$ cat config.mk
export PLATFORM = sky130hd
export DESIGN_NAME = alm_top
export DESIGN_NICKNAME = d
export VERILOG_FILES = /design/src/rtl/alm_pkg.sv /design/src/rtl/alm_field_cmp.sv /design/src/rtl/alm_bank1.sv /design/src/rtl/alm_bank2.sv /design/src/rtl/alm_flag.sv /design/src/rtl/alm_top.sv
export SDC_FILE = /design/constraint.sdc
export NUM_CORES = 1
export LEC_CHECK = 0
export ABC_AREA = 0
export BUFFER_PORTS_ARGS = -buffer_cell sky130_fd_sc_hd__buf_2
export CAP_MARGIN = 30
export CORE_MARGIN = 2
export CORE_UTILIZATION = 32
export CTS_CLUSTER_DIAMETER = 80
export DETAILED_ROUTE_END_ITERATION = 10
export PLACE_DENSITY = 0.86
export SYNTH_ARGS = -nofsm -noshare
export SYNTH_HDL_FRONTEND = slang
export SYNTH_SLANG_ARGS = --single-unit
export TNS_END_PERCENT = 5
$ cat constraint.sdc
create_clock -name clk -period 3.2 [get_ports clk]
set_input_delay 0 -clock clk [delete_from_list [all_inputs] [get_ports clk]]
set_output_delay 0 -clock clk [all_outputs]
set_load 0.03 [all_outputs]
$ cat src/rtl/alm_pkg.sv
package alm_pkg;
    localparam int SEC_W  = 7;
    localparam int MIN_W  = 7;
    localparam int HR_W   = 6;
    localparam int DATE_W = 6;
    localparam int MON_W  = 5;
    localparam int DOW_W  = 3;
    localparam int HCLK_W = HR_W + 1;
    localparam int BYTE_W = 8;
    localparam int FMT_BIT = 6;
    localparam int SEL_BIT = 6;
    localparam int N_ALM  = 2;

    typedef struct packed {
        logic [SEC_W-1:0]  sec;
        logic [MIN_W-1:0]  min;
        logic [HCLK_W-1:0] hour;
        logic [DATE_W-1:0] date;
        logic [MON_W-1:0]  mon;
        logic [DOW_W-1:0]  dow;
    } clock_t;

    typedef struct packed {
        logic [SEC_W:0]   sec;
        logic [MIN_W:0]   min;
        logic [BYTE_W-1:0] hour;
        logic [DATE_W:0]  date;
        logic [MON_W:0]   mon;
        logic [DOW_W:0]   dow;
    } bank1_t;

    typedef struct packed {
        logic [MIN_W:0]    min;
        logic [BYTE_W-1:0] hour;
        logic [BYTE_W-1:0] dd;
    } bank2_t;

    typedef enum logic {DD_DATE = 1'b0, DD_DOW = 1'b1} dd_sel_e;

    function automatic logic fmt_agree(input logic alm_hour_fmt, input logic clk_hour_fmt);
        return alm_hour_fmt == clk_hour_fmt;
    endfunction
endpackage

$ cat src/rtl/alm_field_cmp.sv
module alm_field_cmp #(
    parameter int W = 7
) (
    input  logic [W:0]   fld,
    input  logic [W-1:0] cur,
    output logic         ok
);
    always_comb ok = !fld[W] || (fld[W-1:0] == cur);
endmodule

$ cat src/rtl/alm_bank1.sv
module alm_bank1
    import alm_pkg::*;
(
    input  clock_t t,
    input  bank1_t a,
    output logic   hit
);
    logic ok_s, ok_m, ok_h, ok_d, ok_mo, ok_w;
    logic fmt_ok;

    alm_field_cmp #(.W(SEC_W))  u_s  (.fld(a.sec),  .cur(t.sec),  .ok(ok_s));
    alm_field_cmp #(.W(MIN_W))  u_m  (.fld(a.min),  .cur(t.min),  .ok(ok_m));
    alm_field_cmp #(.W(HR_W))   u_h  (.fld({a.hour[BYTE_W-1], a.hour[HR_W-1:0]}),
                                      .cur(t.hour[HR_W-1:0]), .ok(ok_h));
    alm_field_cmp #(.W(DATE_W)) u_d  (.fld(a.date), .cur(t.date), .ok(ok_d));
    alm_field_cmp #(.W(MON_W))  u_mo (.fld(a.mon),  .cur(t.mon),  .ok(ok_mo));
    alm_field_cmp #(.W(DOW_W))  u_w  (.fld(a.dow),  .cur(t.dow),  .ok(ok_w));

    always_comb begin
        fmt_ok = fmt_agree(a.hour[FMT_BIT], t.hour[FMT_BIT]);
        hit    = fmt_ok && ok_s && ok_m && ok_h && ok_d && ok_mo && ok_w;
    end
endmodule

$ cat src/rtl/alm_bank2.sv
module alm_bank2
    import alm_pkg::*;
(
    input  clock_t t,
    input  bank2_t a,
    output logic   hit
);
    logic ok_m, ok_h, ok_date, ok_dow, ok_dd;
    logic fmt_ok, top_of_min;
    dd_sel_e sel;

    alm_field_cmp #(.W(MIN_W))  u_m   (.fld(a.min), .cur(t.min), .ok(ok_m));
    alm_field_cmp #(.W(HR_W))   u_h   (.fld({a.hour[BYTE_W-1], a.hour[HR_W-1:0]}),
                                       .cur(t.hour[HR_W-1:0]), .ok(ok_h));
    alm_field_cmp #(.W(DATE_W)) u_dt  (.fld({a.dd[BYTE_W-1], a.dd[DATE_W-1:0]}),
                                       .cur(t.date), .ok(ok_date));
    alm_field_cmp #(.W(DOW_W))  u_dw  (.fld({a.dd[BYTE_W-1], a.dd[DOW_W-1:0]}),
                                       .cur(t.dow), .ok(ok_dow));

    always_comb begin
        sel        = dd_sel_e'(a.dd[SEL_BIT]);
        ok_dd      = (sel == DD_DOW) ? ok_dow : ok_date;
        fmt_ok     = fmt_agree(a.hour[FMT_BIT], t.hour[FMT_BIT]);
        top_of_min = (t.sec == '0);
        hit        = top_of_min && fmt_ok && ok_m && ok_h && ok_dd;
    end
endmodule

$ cat src/rtl/alm_flag.sv
module alm_flag (
    input  logic clk,
    input  logic rst,
    input  logic set,
    input  logic clr,
    output logic q
);
    always_ff @(posedge clk) begin
        if (rst)      q <= 1'b0;
        else if (set) q <= 1'b1;
        else if (clr) q <= 1'b0;
    end
endmodule

$ cat src/rtl/alm_top.sv
module alm_top
    import alm_pkg::*;
(
    input  logic                clk,
    input  logic                rst,
    input  logic                tick,
    input  logic [SEC_W-1:0]    cur_sec,
    input  logic [MIN_W-1:0]    cur_min,
    input  logic [HCLK_W-1:0]   cur_hour,
    input  logic [DATE_W-1:0]   cur_date,
    input  logic [MON_W-1:0]    cur_mon,
    input  logic [DOW_W-1:0]    cur_dow,
    input  logic [SEC_W:0]      a1_sec,
    input  logic [MIN_W:0]      a1_min,
    input  logic [BYTE_W-1:0]   a1_hour,
    input  logic [DATE_W:0]     a1_date,
    input  logic [MON_W:0]      a1_mon,
    input  logic [DOW_W:0]      a1_dow,
    input  logic [MIN_W:0]      a2_min,
    input  logic [BYTE_W-1:0]   a2_hour,
    input  logic [BYTE_W-1:0]   a2_dd,
    input  logic                a1_on,
    input  logic                a2_on,
    input  logic                irq_en,
    input  logic                irq_mode,
    input  logic                auto_clr,
    input  logic                clr_f1,
    input  logic                clr_f2,
    input  logic                stat_rd_done,
    output logic                flag1,
    output logic                flag2,
    output logic                irq_n
);
    clock_t t;
    bank1_t b1;
    bank2_t b2;
    logic   hit1, hit2;
    logic [N_ALM-1:0] set_v, clr_v, flg_v, on_v, hit_v, hclr_v;
    logic   auto_hit;

    always_comb begin
        t  = '{sec: cur_sec, min: cur_min, hour: cur_hour,
               date: cur_date, mon: cur_mon, dow: cur_dow};
        b1 = '{sec: a1_sec, min: a1_min, hour: a1_hour,
               date: a1_date, mon: a1_mon, dow: a1_dow};
        b2 = '{min: a2_min, hour: a2_hour, dd: a2_dd};
    end

    alm_bank1 u_b1 (.t(t), .a(b1), .hit(hit1));
    alm_bank2 u_b2 (.t(t), .a(b2), .hit(hit2));

    always_comb begin
        auto_hit = auto_clr && stat_rd_done;
        on_v     = {a2_on, a1_on};
        hit_v    = {hit2, hit1};
        hclr_v   = {clr_f2, clr_f1};
    end

    for (genvar g = 0; g < N_ALM; g++) begin : g_flag
        always_comb begin
            set_v[g] = tick && on_v[g] && hit_v[g];
            clr_v[g] = hclr_v[g] || auto_hit;
        end
        alm_flag u_f (.clk(clk), .rst(rst), .set(set_v[g]), .clr(clr_v[g]), .q(flg_v[g]));
    end

    always_comb begin
        flag1 = flg_v[0];
        flag2 = flg_v[1];
        irq_n = !(flg_v[0] && irq_en && irq_mode && a1_on);
    end
endmodule

==> impl_results.md <==
- Hold Path Class: in2reg
- Dpl ws: 1.95 ns
- Worst setup EP type: register
- Clock latency on the worst-skew pair: between 0.2 and 0.25 ns
- CTS Root Cell: clkbuf_4
- DPL Wire Length: 2.49 mm
- Relative slew slack: about three quarters
- Largest net degree at the start of global routing: 4
- Num CTS Buffers: 3
- Cell accounting for the most synthesized area: xnor2_1
- WP buf/inv: 2
- Critical Path Stages: 5
- Largest Register: g_flag.u_f.q
- Final design utilization: around 63%
- Syn Area/Cell: approximately 8.3 µm²
- Core Box Area: 2250 µm²
- Die Y: 53.4 µm
- Fin worst setup slack: 2.20 ns
- Layout Nets: 324
- Post-layout minimum cycle time: ~1 ns
- Status: finished clean
- Final period utilization: roughly a third
- Vias in the first global route: 1131
- Final setup viols: 0
- Slew Viols, Final: 0
- Yosys reg bits: 2
- Top_reg_cell synth: dfxtp_1
- WL/cell: 11.0 µm
- Inst Count DP: 235
- Layout cells sized above 1: between 50% and 60%
- Post-DP Area: 1380 µm²
- I/O pin total: 114
- Max-Cap Viols: 0
- Clock slew at reported path FFs: 0.03 ns
- Initial antenna violation count: 0
- Final Cell Area: 1420 µm²
- Max FFs per register: 2
- Sequential area share after synthesis: between 5 and 6%
- Fmax: 0.997 GHz
- Cell Pwr Density: 171 nW/µm²
- Routed via count: around 1100
- Top post-synthesis cells by count: 36 x xnor2_1, 22 x xor2_1, 10 x nand4_1
- Cells along the critical path: dlygate4sd3_1, buf_2, a2111oi_0, nand2_1, o21ai_1
- Critical path fanouts, max: 3
- VDD IR max: 0.122 mV
- CTS tree: yes
- Most frequent cell after synthesis: xnor2_1
- Worst Path Arrival: 1.16 ns
- Worst Tran Pin Value: 0.346 ns
- Number of clock sinks: 2
- Area Growth Syn to Fin: 81.0%
- Syn_nets: roughly 200
- Site Rows: 17
- Crit path launch type: input pin
- Post-DRT Antenna Nets: 0
- Async S/R FF share, synth: 0%
- IO Port Bufs: about 110
- Crit path kind: in2reg
- First drt pass iteration count: 4
- CP max-delay cell: dlygate4sd3_1
- Final TNS setup: 0 ns
- Synth top area share: 40.3%
- Global router's overall resource usage: roughly a fifth
- Synth Instances: 94
- Hold depth: 4
- Final hold vios: 0
- Pleak: 0.690 nW
- Depth of the worst register-to-register path: 2
- Clk buf depth: 2
- Fin cells: 239
- Post-synth EDFFs: 0
- Number of H-tree levels: 1
- Yosys cell types: 19
- First-pass GRT wire length: roughly 4.1 mm
- # diodes: 0
- Die area: 2860 µm²
- Final clock skew: 0 ns
- Area contributors post-synth: xnor2_1 40%, xor2_1 25%, nand4_1 8.0%
- Grt total ovfl: 0
- # DRC: 0
- Die X: 53.4 µm
- Synthesized cell area: 782 µm²
- Cts repair resizes: 0
- GP Congestion: 0.729
- RSZ-0062 raised after global routing: no
- Yosys Warn Count: 0
- Top flop regs: g_flag.u_f.q (2)
- Critical path's top delay family: buffers and inverters
- Initial DRC count: 6
- Total wire length: 2.63 mm
- Via density: approximately 4.7
- Initial Util: a little over a third
- CP peak stage delay: 0.54 ns
- Worst EP required: 3.36 ns
[placed cells by master (no fill, tap or decap), drive strengths merged]
cell / netlist / routed
nand2: 3 / 3
xnor2: 36 / 36
or4: 1 / 1
buf: 0 / 113
nor2: 1 / 1
nor4: 2 / 2
a21oi: 1 / 1
dlygate4sd3: 0 / 1
a2111oi: 1 / 1
o21ai: 1 / 1
nand3: 4 / 4
nand3b: 1 / 1
dfxtp: 2 / 2
and4: 1 / 1
o31ai: 4 / 4
clkbuf: 0 / 3
o211ai: 1 / 1
xor2: 22 / 22
nand4: 10 / 10
o41ai: 3 / 3
[worst reg2reg max path, stage by stage (launching register included)]
cell and delay [ns]:
dfxtp_1 0.32, nand3b_1 0.08, a21oi_1 0.13
[final cells by class]
class                           count  area (µm²)
Multi-Input combinational cell     92         742
Clock buffer                        3        22.5
Timing Repair Buffer              114         576
Sequential cell                     2        40.0
Tap cell                           28        35.0
Fill cell                         230         840
[logic make-up (layout without fill, tap and decap cells)]
family | count (synthesis) | after routing | share of synthesized area, %
AO/OA/AOI/OAI | 11 | 11 | 12.8
XOR/XNOR | 58 | 58 | 65.0
buffers and inverters | 0 | 117 | 0
flip-flops | 2 | 2 | 5.12
AND/OR/NAND/NOR | 23 | 23 | 17.1
[power breakdown]
| part | switching [mW] | leakage (nW) | internal, mW |
|---|---|---|---|
| clock | 0.0149 | 0.0138 | 0.0414 |
| combinational | 0.0651 | 0.660 | 0.0960 |
| sequential | 0.0000173 | 0.0161 | 0.0252 |
[per-stage QoR]
step,hold WS [ns],power [mW]
after floorplan,0.0691,0.0948
after global placement,0.198,0.184
after detailed placement,0.198,0.187
after CTS,0.0400,0.248
after global routing,0.0597,0.267
final,0.0436,0.243
[routing by layer]
metal	vias up	track usage, %	share of wire, %
met5	-	0	0
met4	0	5.13	1.0
met3	4	5.37	12
met2	65	40.3	54
met1	491	17.7	33
li1	575	-	-
[what timing repair did]
action | CTS | global route
setup endpoints to repair | 0 | 0
hold endpoints to repair | 1 | 0
hold buffers | 1 | 0
buffers inserted | 0 | 0
[path summary, 6_finish.rpt]
check	end	from	slack [ns]
min reg2reg	g_flag[0].u_f.q	g_flag[0].u_f.q	0.47
max reg2reg	g_flag[1].u_f.q	g_flag[1].u_f.q	2.60
min	g_flag[0].u_f.q	clr_f1	0.04
max	g_flag[0].u_f.q	rst	2.20
Note: power is estimated with default switching activity, not from simulation.
